### config.mk
export PLATFORM = sky130hd
export DESIGN_NAME = pwr_domain_ctrl
export DESIGN_NICKNAME = d
export VERILOG_FILES = /design/src/rtl/pdc_pkg.sv /design/src/rtl/pdc_regs.sv /design/src/rtl/pdc_domain.sv /design/src/rtl/pwr_domain_ctrl.sv
export SDC_FILE = /design/constraint.sdc
export NUM_CORES = 1
export LEC_CHECK = 0
export CAP_MARGIN = 15
export CORE_ASPECT_RATIO = 0.9
export CORE_MARGIN = 4
export CORE_UTILIZATION = 50
export DETAILED_ROUTE_END_ITERATION = 16
export HOLD_SLACK_MARGIN = 0.08
export PLACE_DENSITY = 0.72
export SLEW_MARGIN = 10
export SYNTH_ARGS = -nofsm -noshare
export SYNTH_HDL_FRONTEND = slang
export SYNTH_SLANG_ARGS = --single-unit
### constraint.sdc
create_clock -name clk -period 5.2 [get_ports clk]
set_input_delay 1.3 -clock clk [delete_from_list [all_inputs] [get_ports clk]]
set_output_delay 1.3 -clock clk [all_outputs]
set_load 0.05 [all_outputs]
### src/rtl/pdc_pkg.sv
package pdc_pkg;

  typedef enum logic [2:0] {
    ST_ON      = 3'd0,
    ST_DN_ISO  = 3'd1,
    ST_DN_WAIT = 3'd2,
    ST_OFF     = 3'd3,
    ST_UP_WAIT = 3'd4,
    ST_UP_REL  = 3'd5
  } dom_state_e;

  localparam int unsigned OFS_CTRL     = 'h08;
  localparam int unsigned OFS_STATUS   = 'h0c;
  localparam int unsigned OFS_IDLE     = 'h14;
  localparam int unsigned OFS_CORE_CNT = 'h34;
  localparam int unsigned OFS_GFX_CNT  = 'h3c;

  localparam int unsigned NUM_CNT = 4;

  // Entry k: bit 1 picks the group (0 core, 1 graphics), bit 0 the direction
  // (0 down, 1 up). The up count sits one word above the down count.
  function automatic int unsigned cnt_ofs(input int unsigned k);
    int unsigned base;
    base = ((k >> 1) != 0) ? OFS_GFX_CNT : OFS_CORE_CNT;
    return base + 4 * (k & 1);
  endfunction

endpackage

### src/rtl/pdc_regs.sv
module pdc_regs #(
  parameter int unsigned NUM_DOM = 4,
  parameter int unsigned ADDR_W  = 8,
  parameter int unsigned DATA_W  = 32,
  parameter int unsigned CNT_W   = 16,
  parameter int unsigned CNT_RST = 24,
  parameter logic [NUM_DOM-1:0] SW_MASK = '1
) (
  input  logic                    clk,
  input  logic                    rst,
  input  logic                    host_valid,
  input  logic                    host_write,
  input  logic [ADDR_W-1:0]       host_addr,
  input  logic [DATA_W-1:0]       host_wdata,
  output logic [DATA_W-1:0]       host_rdata,
  input  logic [NUM_DOM-1:0]      dom_off,
  input  logic [NUM_DOM-1:0]      bus_idle,
  output logic [NUM_DOM-1:0]      ctrl_q,
  output logic [pdc_pkg::NUM_CNT-1:0][CNT_W-1:0] cnt_q
);
  import pdc_pkg::*;

  localparam logic [ADDR_W-1:0] A_CTRL   = ADDR_W'(OFS_CTRL);
  localparam logic [ADDR_W-1:0] A_STATUS = ADDR_W'(OFS_STATUS);
  localparam logic [ADDR_W-1:0] A_IDLE   = ADDR_W'(OFS_IDLE);
  localparam logic [CNT_W-1:0]  CNT_INIT = CNT_W'(CNT_RST);

  logic wr_go, rd_go;
  logic [DATA_W-1:0] rd_val;

  assign wr_go = host_valid &&  host_write;
  assign rd_go = host_valid && !host_write;

  // Control word: bits of domains without a switch are never stored.
  always_ff @(posedge clk) begin
    if (rst) begin
      ctrl_q <= '0;
    end else if (wr_go && host_addr == A_CTRL) begin
      ctrl_q <= host_wdata[NUM_DOM-1:0] & SW_MASK;
    end
  end

  // Settling counts, one register per group and direction.
  for (genvar k = 0; k < NUM_CNT; k++) begin : g_cnt
    localparam logic [ADDR_W-1:0] A_CNT = ADDR_W'(cnt_ofs(k));
    always_ff @(posedge clk) begin
      if (rst) begin
        cnt_q[k] <= CNT_INIT;
      end else if (wr_go && host_addr == A_CNT) begin
        cnt_q[k] <= host_wdata[CNT_W-1:0];
      end
    end
  end

  always_comb begin
    rd_val = '0;
    if (host_addr == A_CTRL)   rd_val[NUM_DOM-1:0] = ctrl_q;
    if (host_addr == A_STATUS) rd_val[NUM_DOM-1:0] = dom_off;
    if (host_addr == A_IDLE)   rd_val[NUM_DOM-1:0] = bus_idle;
    for (int k = 0; k < NUM_CNT; k++) begin
      if (host_addr == ADDR_W'(cnt_ofs(k))) rd_val[CNT_W-1:0] = cnt_q[k];
    end
  end

  always_ff @(posedge clk) begin
    if (rst) begin
      host_rdata <= '0;
    end else if (rd_go) begin
      host_rdata <= rd_val;
    end else begin
      host_rdata <= '0;
    end
  end

endmodule

### src/rtl/pdc_domain.sv
module pdc_domain #(
  parameter int unsigned CNT_W = 16
) (
  input  logic             clk,
  input  logic             rst,
  input  logic             want_off,
  input  logic [CNT_W-1:0] dn_cnt,
  input  logic [CNT_W-1:0] up_cnt,
  output logic             sw_en,
  output logic             iso,
  output logic             off_st
);
  import pdc_pkg::*;

  dom_state_e       st;
  logic [CNT_W-1:0] cnt;

  // Requests are sampled only in the two settled states, so a change that
  // lands mid-transition waits until the sequence finishes.
  always_ff @(posedge clk) begin
    if (rst) begin
      st     <= ST_ON;
      cnt    <= '0;
      sw_en  <= 1'b1;
      iso    <= 1'b0;
      off_st <= 1'b0;
    end else begin
      case (st)
        ST_ON: begin
          if (want_off) begin
            st  <= ST_DN_ISO;
            iso <= 1'b1;
          end
        end
        ST_DN_ISO: begin
          st    <= ST_DN_WAIT;
          sw_en <= 1'b0;
          cnt   <= dn_cnt;
        end
        ST_DN_WAIT: begin
          if (cnt == '0) begin
            st     <= ST_OFF;
            off_st <= 1'b1;
          end else begin
            cnt <= cnt - 1'b1;
          end
        end
        ST_OFF: begin
          if (!want_off) begin
            st    <= ST_UP_WAIT;
            sw_en <= 1'b1;
            cnt   <= up_cnt;
          end
        end
        ST_UP_WAIT: begin
          if (cnt == '0) begin
            st     <= ST_UP_REL;
            off_st <= 1'b0;
          end else begin
            cnt <= cnt - 1'b1;
          end
        end
        ST_UP_REL: begin
          st  <= ST_ON;
          iso <= 1'b0;
        end
        default: st <= ST_ON;
      endcase
    end
  end

endmodule

### src/rtl/pwr_domain_ctrl.sv
module pwr_domain_ctrl #(
  parameter int unsigned NUM_DOM = 4,
  parameter int unsigned ADDR_W  = 8,
  parameter int unsigned DATA_W  = 32,
  parameter int unsigned CNT_W   = 16,
  parameter int unsigned CNT_RST = 24,
  parameter logic [NUM_DOM-1:0] NOSW_MASK = 4'b1000,
  parameter logic [NUM_DOM-1:0] GFX_MASK  = 4'b0100
) (
  input  logic               clk,
  input  logic               rst,
  input  logic               host_valid,
  input  logic               host_write,
  input  logic [ADDR_W-1:0]  host_addr,
  input  logic [DATA_W-1:0]  host_wdata,
  output logic [DATA_W-1:0]  host_rdata,
  input  logic [NUM_DOM-1:0] bus_idle,
  output logic [NUM_DOM-1:0] sw_en,
  output logic [NUM_DOM-1:0] iso
);
  import pdc_pkg::*;

  localparam logic [NUM_DOM-1:0] SW_MASK = ~NOSW_MASK;

  logic [NUM_DOM-1:0] ctrl_q;
  logic [NUM_DOM-1:0] dom_off;
  logic [NUM_CNT-1:0][CNT_W-1:0] cnt_q;

  pdc_regs #(
    .NUM_DOM (NUM_DOM),
    .ADDR_W  (ADDR_W),
    .DATA_W  (DATA_W),
    .CNT_W   (CNT_W),
    .CNT_RST (CNT_RST),
    .SW_MASK (SW_MASK)
  ) u_regs (
    .clk        (clk),
    .rst        (rst),
    .host_valid (host_valid),
    .host_write (host_write),
    .host_addr  (host_addr),
    .host_wdata (host_wdata),
    .host_rdata (host_rdata),
    .dom_off    (dom_off),
    .bus_idle   (bus_idle),
    .ctrl_q     (ctrl_q),
    .cnt_q      (cnt_q)
  );

  for (genvar i = 0; i < NUM_DOM; i++) begin : g_dom
    if (NOSW_MASK[i]) begin : g_noswitch
      assign sw_en[i]   = 1'b0;
      assign iso[i]     = 1'b0;
      assign dom_off[i] = bus_idle[i];
    end else begin : g_switch
      localparam int unsigned GRP = GFX_MASK[i] ? 2 : 0;
      pdc_domain #(
        .CNT_W (CNT_W)
      ) u_dom (
        .clk      (clk),
        .rst      (rst),
        .want_off (ctrl_q[i]),
        .dn_cnt   (cnt_q[GRP]),
        .up_cnt   (cnt_q[GRP+1]),
        .sw_en    (sw_en[i]),
        .iso      (iso[i]),
        .off_st   (dom_off[i])
      );
    end
  end

endmodule

; ---- Yosys cells after proc, flatten, opt, wreduce, memory -nomap -nowiden
; Index checks and enable logic that the tools add are counted.
[word_totals]
memories = 0
out_inout_bits = 40
mem_bits_ro = 0
in_bits = 48
reg_bits = 165
latchBits = 0
mem_bits_rw = 0
[classes]
mux = 52
n_mul = 0
reduce_logical = 45
div_mod_pow = 0
addsub = 3
n_lt_le_gt_ge = 0
bitwise = 1
n_eq_ne = 37
shift = 0
[op_table]
columns = op, count
row1 = $mux W16, 10
row2 = $pmux W16 S3, 3
row3 = $logic_not A16 Y1, 3
row4 = $sub A16 B1 Y16 const B, 3
row5 = $pmux W3 S5, 3
row6 = $mux W3, 13
row7 = $eq A8 B6 Y1 const B, 3
row8 = $eq A3 B2 Y1 const B, 6
row9 = $eq A3 B3 Y1 const B, 6
row10 = $ne A2 B2 Y1 const B, 9
row11 = $pmux W1 S2, 9
row12 = $reduce_and A3 Y1, 6
row13 = $reduce_bool A2 Y1, 9
row14 = $eq A8 B4 Y1 const B, 2
row15 = $mux W1, 12
row16 = $ne A2 B1 Y1 const B, 6
row17 = $reduce_and A2 Y1, 6
row18 = $reduce_and A4 Y1, 3
row19 = $eq A3 B1 Y1 const B, 3
row20 = $logic_not A3 Y1, 3
row21 = $reduce_bool A3 Y1, 3
row22 = $eq A8 B5 Y1 const B, 1
row23 = $eq A8 B7 Y1 const B, 1
row24 = $mux W4, 2
row25 = other kinds (4), 13

; ---- Logic depth before layout (Yosys ltp)
; Gate-level depths: netlist (run 1).
[logic_depth]
ltp_word = 8
depth_mapped = 9
ltp_nobuf = 7

; ---- Cells and area by module
; Synthesis (run 1) repeated with hierarchy kept, for this count alone.
[unflattened]
cells_unflattened = 1076
area_unflattened_um2 = 8400.6
[by_module_without_submodules]
columns = module, seq_area_each_um2, cells_each, n_inst, area_per_inst_um2
row1 = pdc_regs, 1661.6, 439, 1, 3631.0
row2 = pdc_domain (g_dom[0].g_switch.u_dom ...), 440.4, 210, 2, 1576.5
row3 = pdc_domain (g_dom[2].g_switch.u_dom), 440.4, 214, 1, 1597.8
row4 = pwr_domain_ctrl, 0.0, 3, 1, 18.8

; ---- Worst setup path before layout (run 1)
; No wires, ideal clock.
[synth_timing]
path_type = input port to flip-flop
from = in host_addr[5]
to = reg u_regs.cnt_q[54] (netlist bit)
path_stages = 9
setup_time_ns = 0.128
slack_ns = 2.191
t_arrival_ns = 2.882
t_required_ns = 5.072
cell_sequence = clkbuf_1 nor4_1 and3_1 clkbuf_1 nor2b_1 buf_2 buf_4 mux2i_1 nor2_1
[synth_via]
elab_chain_cells = 2
[synth_rtl]
columns = element, line
row1 = "start, declared", pwr_domain_ctrl.sv:14  ; input logic [ADDR_W-1:0] host_addr,
row2 = $eq A8 B7 Y1, pdc_regs.sv:49  ; end else if (wr_go && host_addr == A_CNT) begin
row3 = $logic_and A1 B1 Y1, pdc_regs.sv:49
row4 = "end signal, assigned by index", pdc_regs.sv:50  ; cnt_q[k] <= host_wdata[CNT_W-1:0];
row5 = "end, declared", pdc_regs.sv:19  ; output logic [pdc_pkg::NUM_CNT-1:0][CNT_W-1:0] cnt_q
; Every way passes these cells.
; A chain may end at the register's enable or synchronous reset.

; ---- Final worst setup path (run 1)
[layout_timing]
from = in host_addr[1]
to = reg u_regs.cnt_q[44] (netlist bit)
[layout_via]
elab_chain_cells = 2
[layout_rtl]
columns = element, line
row1 = $eq A8 B6 Y1, pdc_regs.sv:49
row2 = $logic_and A1 B1 Y1, pdc_regs.sv:49
; Every way passes these cells.

==> results of run 1 <==
## metrics by stage
step	total power, µW	util, %	instance area, µm²
4_1_cts	2820	58.9	9190
3_3_place_gp	1430	54.6	8520
5_1_grt	2900	58.9	9190
3_5_place_dp	1430	54.6	8520
2_1_floorplan	1370	-	8130
6_report	2810	58.9	9190
## where the power goes
part           internal (µW)  total [µW]  switching (µW)
Combinational           73.4         240             166
Clock                    924        1400             475
Sequential              1150        1170            22.8
Total                   2150        2810             664
## how the worst max path moves through the flow
stage / endpoint / slack, ps / cells past startpoint / startpoint
3_3_place_gp: u_regs.cnt_q[41]$_SDFFE_PP0P_ / 1320 / 7 / host_addr[1]
4_1_cts: u_regs.cnt_q[41]$_SDFFE_PP0P_ / 1730 / 7 / host_addr[1]
6_report: u_regs.cnt_q[44]$_SDFFE_PP0P_ / 1670 / 7 / host_addr[1]
3_5_place_dp: u_regs.cnt_q[41]$_SDFFE_PP0P_ / 1290 / 7 / host_addr[1]
5_1_grt: u_regs.cnt_q[58]$_SDFFE_PP0P_ / 1460 / 7 / host_addr[2]
2_1_floorplan: u_regs.cnt_q[54]$_SDFFE_PP0P_ / 2190 / 9 / host_addr[5]
## sequential cells by signal, indices dropped and copies added (netlist names)
signal,count
g_dom.g_switch.u_dom.st,9
g_dom.g_switch.u_dom.off_st,3
g_dom.g_switch.u_dom.iso,3
g_dom.g_switch.u_dom.sw_en,3
u_regs.cnt_q,64
g_dom.g_switch.u_dom.cnt,48
u_regs.host_rdata,16
u_regs.ctrl_q,3
## worst max-delay path: stages
cell and delay [ps]:
clkdlybuf4s50_1 430, nor4_2 690, and4_1 270, buf_4 220
nand3_1 550, nand2_1 240, a21oi_1 80
## kinds of logic after synthesis
group | Yosys count | share of synthesized area, %
xor+xnor | 5 | 0.543
fa+ha+maj | 3 | 0.465
buf+inv | 118 | 7.00
mux | 54 | 6.76
flops | 149 | 37.0
compound gates | 336 | 27.5
simple gates | 341 | 20.7
other cells | 1 | 0.0465
## cell type report
cell class                      instances  area, µm²
Clock buffer                           23        468
Clock inverter                          8        196
Fill cell                            1426       6420
Inverter                               22       82.6
Multi-Input combinational cell        757       4580
Sequential cell                       149       2980
Tap cell                              202        253
Timing Repair Buffer                   65        618
## metal layers
metal	GRT usage [%]	wire, µm
met1	37.5	10800
met2	36.7	9880
met3	8.21	2410
met4	6.21	411
met5	0	0
## placed cells by master (no fill, tap or decap), drive strengths merged, types with 6 or more instances in the layout
cell / synthesis / layout
conb: 1 / 18
a22oi: 19 / 19
o21ai: 81 / 81
nor2: 114 / 114
nor4: 17 / 17
nor2b: 17 / 17
mux2i: 50 / 50
a211oi: 6 / 6
a222oi: 13 / 13
nand4: 8 / 8
a21o: 6 / 6
bufinv: 0 / 6
and2: 7 / 7
buf: 42 / 13
o2111ai: 7 / 7
or4: 6 / 6
clkdlybuf4s50: 0 / 52
nand3: 11 / 11
a21oi: 90 / 90
dfxtp: 149 / 149
nand2: 80 / 80
a22o: 31 / 31
or3: 6 / 6
inv: 22 / 22
nor3: 33 / 33
nand2b: 14 / 14
o211ai: 6 / 6
a211o: 10 / 10
clkbuf: 54 / 23
o22ai: 26 / 26
==> impl_metrics.tcl, run 1 <==
set metrics [dict create \
    outcome "complete, no violations" \
    cts.htree.levels 4 \
    antenna_cells 0 \
    cts_buffers 17 \
    std_cell_rows 43 \
    hold_viol_final 0 \
    ctsResizeCount 0 \
    synth_top_cell_area_share_pct 37.0 \
    synth-seq-cells 149 \
    grt_antenna_before_repair 0 \
    vias 7923 \
    worstMarginPinSlew_ps 1010 \
    rsz0062_at_grt "false" \
    syn_area_mm2 0.00807 \
    ys_top_cells_by_area "dfxtp_1, mux2i_1, a21oi_1" \
    portBuffers 53 \
    first_iter_violations 1236 \
    finalWirelength_um 23500 \
    r2r_slack_ps 1830 \
    die_area_mm2 0.0182 \
    synth.largest_area_cell "dfxtp_1" \
    netlist_instances 1007 \
    fmax_ghz 0.283 \
    seq_area_frac_synth_pct 37.0 \
    fin_crit_sh_pct 67.9 \
    drt_pass1_iterations 6 \
    clk_latency_ps 430 \
    clkSinkCount 149 \
    start_kind "primary input" \
    io_pins 88 \
    end_kind "flop" \
    ant_nets 0 \
    whs_endpoint "u_regs.cnt_q[47]$_SDFFE_PP0P_" \
    chipHeight_um 128 \
    hp-start "u_regs.cnt_q[47]$_SDFFE_PP0P_" \
    arrival_ps 3800 \
    fin_ws_ps 1670 \
    core_region_area_mm2 0.0156 \
    power_density_mw_per_mm2 306 \
    setup_violations 0 \
    drive_gt1_share_pct 5.57 \
    place_hpwl_um 16300 \
    fin_tns_setup_ps 0 \
    grt_use_total_pct 25.6 \
    timing.final.crit_period_ps 3530 \
    hold_slack_ps 472 \
    clock_skew_ps 9.92 \
    synth_edf_count 0 \
    cp_max_fo 16 \
    p_leak_uw 0.00307 \
    grt_pass1_vias 6984 \
    r2r_cells 5 \
    final_cells 1226 \
    crit_required_ps 5470 \
    cts_hold_buf 0 \
    drv_slew 0 \
    slew_headroom_pct 32.5 \
    path_class "primary input to flop" \
    drc_errors 0 \
    synth_warnings 0 \
    routabilityCongestion 0.909 \
    cts_root_buffer "clkbuf_16" \
    dp_slack_ps 1290 \
    cts_setup_buffers 0 \
    ys.flop_type "dfxtp_1" \
    drt-vias-per-instance 6.46 \
    cts_tree "yes" \
    async_flop_share_pct 0 \
    start_util_pct 51.7 \
    synth_cell_type_count 71 \
    synth_most_common_cell "dfxtp_1" \
    dp.cells 1195 \
    synth_common_cells "dfxtp_1, nor2_1, a21oi_1, nand2_1, o21ai_0" \
    hold_depth 2 \
    cap_violations 0 \
    die_w_um 142 \
    min_path_type "flop to flop" \
    peakVddDrop_v 0.000223 \
    grt_max_degree 85 \
    r2r_start "g_dom[0].g_switch.u_dom.st[1]$_SDFFE_PP0P_" \
    clk_path_buf_depth 2 \
    syn_area_per_cell_um2 8.01 \
    syn_to_final_growth_pct 13.9 \
    grt_pass1_wl_um 37700 \
    grt_remaining_overflow 0 \
    routedWlPerCell_um 19.2 \
    fin_nets 1063 \
    path_clk_slew_ps 60 \
    r2r_end "g_dom[0].g_switch.u_dom.cnt[14]$_SDFFE_PP0P_" \
]
Power figures use the tool's default switching activity.
==> run 2, diff against run 1 <==
==> constraint.sdc (replaced) <==
create_clock -name clk -period 3.5 [get_ports clk]
set_input_delay 0.875 -clock clk [delete_from_list [all_inputs] [get_ports clk]]
set_output_delay 0.875 -clock clk [all_outputs]
set_load 0.05 [all_outputs]
==> impl_metrics.tcl, run 2 (synthesis results as in run 1) <==
set metrics [dict create \
    clkSinkCount 149 \
    syn_to_final_growth_pct 14.9 \
    crit_required_ps 3840 \
    cpPeakStageDelay_ps 710 \
    io_pins 88 \
    rsz0062_at_grt "false" \
    reg_top3 "u_regs.cnt_q (64), g_dom.g_switch.u_dom.cnt (48), u_regs.host_rdata (16)" \
    arrival_ps 3040 \
    drc_errors 0 \
    ant_nets 0 \
    clk_latency_ps 430 \
    vias 7909 \
    path_clk_slew_ps 60 \
    drive_gt1_share_pct 7.21 \
    grt_max_degree 64 \
    clock_skew_ps 9.58 \
    grt_pass1_vias 6844 \
    cp_max_fo 5 \
    min_path_type "flop to flop" \
    regMostFlops "u_regs.cnt_q" \
    clk_path_buf_depth 2 \
    cts_hold_buf 0 \
    outcome "complete, no violations" \
    place_hpwl_um 16400 \
    cts_setup_buffers 0 \
    crit_chain "inv_1, ha_1, nor4b_1, nand4_1, nor4_1, nand2b_1, a221oi_1" \
    fin_crit_sh_pct 77.3 \
    power_density_mw_per_mm2 441 \
    largest_reg_flops 64 \
    peakVddDrop_v 0.000395 \
    fin_tns_setup_ps 0 \
    grt_use_total_pct 25.1 \
    timing.final.crit_period_ps 2710 \
    crit_family "simple AND/OR/NAND/NOR gates" \
    start_util_pct 51.7 \
    setup_violations 0 \
    dp.cells 1210 \
    core_region_area_mm2 0.0156 \
    final_cell_mix "dfxtp_1, nor2_1, a21oi_1, nand2_1, o21ai_0" \
    die_w_um 142 \
    fmax_ghz 0.370 \
    dpl_cell_area_mm2 0.00863 \
    finalWirelength_um 23500 \
    antenna_cells 0 \
    end_kind "flop" \
    std_cell_rows 43 \
    grt_remaining_overflow 0 \
    cts_tree "yes" \
    final_cell_area_mm2 0.00927 \
    die_area_mm2 0.0182 \
    cts.htree.levels 4 \
    layout_commonest_cell "dfxtp_1" \
    hold_viol_final 0 \
    final_cells 1242 \
    worstMarginPinSlew_ps 985 \
    cts_buffers 17 \
    cap_violations 0 \
    grt_pass1_wl_um 36900 \
    start_kind "flop" \
    drt-vias-per-instance 6.37 \
    p_leak_uw 0.00313 \
    first_iter_violations 986 \
    cts_root_buffer "clkbuf_16" \
    grt_antenna_before_repair 0 \
    path_buf_inv 1 \
    ctsResizeCount 0 \
    path_class "flop to flop" \
    portBuffers 53 \
    fin_nets 1078 \
    routabilityCongestion 0.922 \
    drv_slew 0 \
    utilization_pct 59.4 \
    routedWlPerCell_um 18.9 \
    drt_pass1_iterations 6 \
    cp_slowest_cell "nor4_1" \
    power.total_uw 4080 \
    chipHeight_um 128 \
    slew_headroom_pct 33.9 \
]
[run 2: final timing paths]
kind | start | to | slack (ps) | cells after the start
hold reg to reg | g_dom[1].g_switch.u_dom.sw_en$_SDFFE_PP1P_ | g_dom[1].g_switch.u_dom.sw_en$_SDFFE_PP1P_ | 480 | 2
setup reg to reg | g_dom[2].g_switch.u_dom.cnt[0]$_SDFFE_PP0P_ | g_dom[2].g_switch.u_dom.st[0]$_SDFFE_PP0P_ | 790 | 7
setup / recovery | g_dom[2].g_switch.u_dom.cnt[0]$_SDFFE_PP0P_ | g_dom[2].g_switch.u_dom.st[0]$_SDFFE_PP0P_ | 790 | 7
hold / removal | g_dom[1].g_switch.u_dom.sw_en$_SDFFE_PP1P_ | g_dom[1].g_switch.u_dom.sw_en$_SDFFE_PP1P_ | 480 | 2
[run 2: worst reg2reg max path, stage by stage, from the launching register on]
cell and delay, ps:
dfxtp_1 350, inv_1 70, ha_1 210, nor4b_1 550, nand4_1 270, nor4_1 710, nand2b_1 150, a221oi_1 310
[run 2: cell type report]
class                           count  area (µm²)
Fill cell                        1378        6340
Clock inverter                     11         173
Timing Repair Buffer               80         731
Multi-Input combinational cell    757        4580
Sequential cell                   149        2980
Tap cell                          202         253
Clock buffer                       21         460
Inverter                           22        82.6
[run 2: routing by layer]
layer / routed length (µm) / global-route usage, % / up-vias
li1: - / - / 3731
met1: 11000 / 37.8 / 3741
met2: 9910 / 35.5 / 413
met3: 2280 / 6.65 / 24
met4: 259 / 6.60 / 0
met5: 0 / 0 / -
[run 2: per-stage QoR]
step,hold slack [ps],setup WS [ps]
final,475,794
after global routing,493,534
after CTS,476,922
after detailed placement,462,513
after global placement,460,548
after floorplan,446,916
[run 2: power breakdown]
group	switching, µW	internal [µW]	leakage (µW)
registers	33.6	1710	0.00120
clock network	740	1230	0.000308
logic	248	116	0.00163
total	1020	3060	0.00313
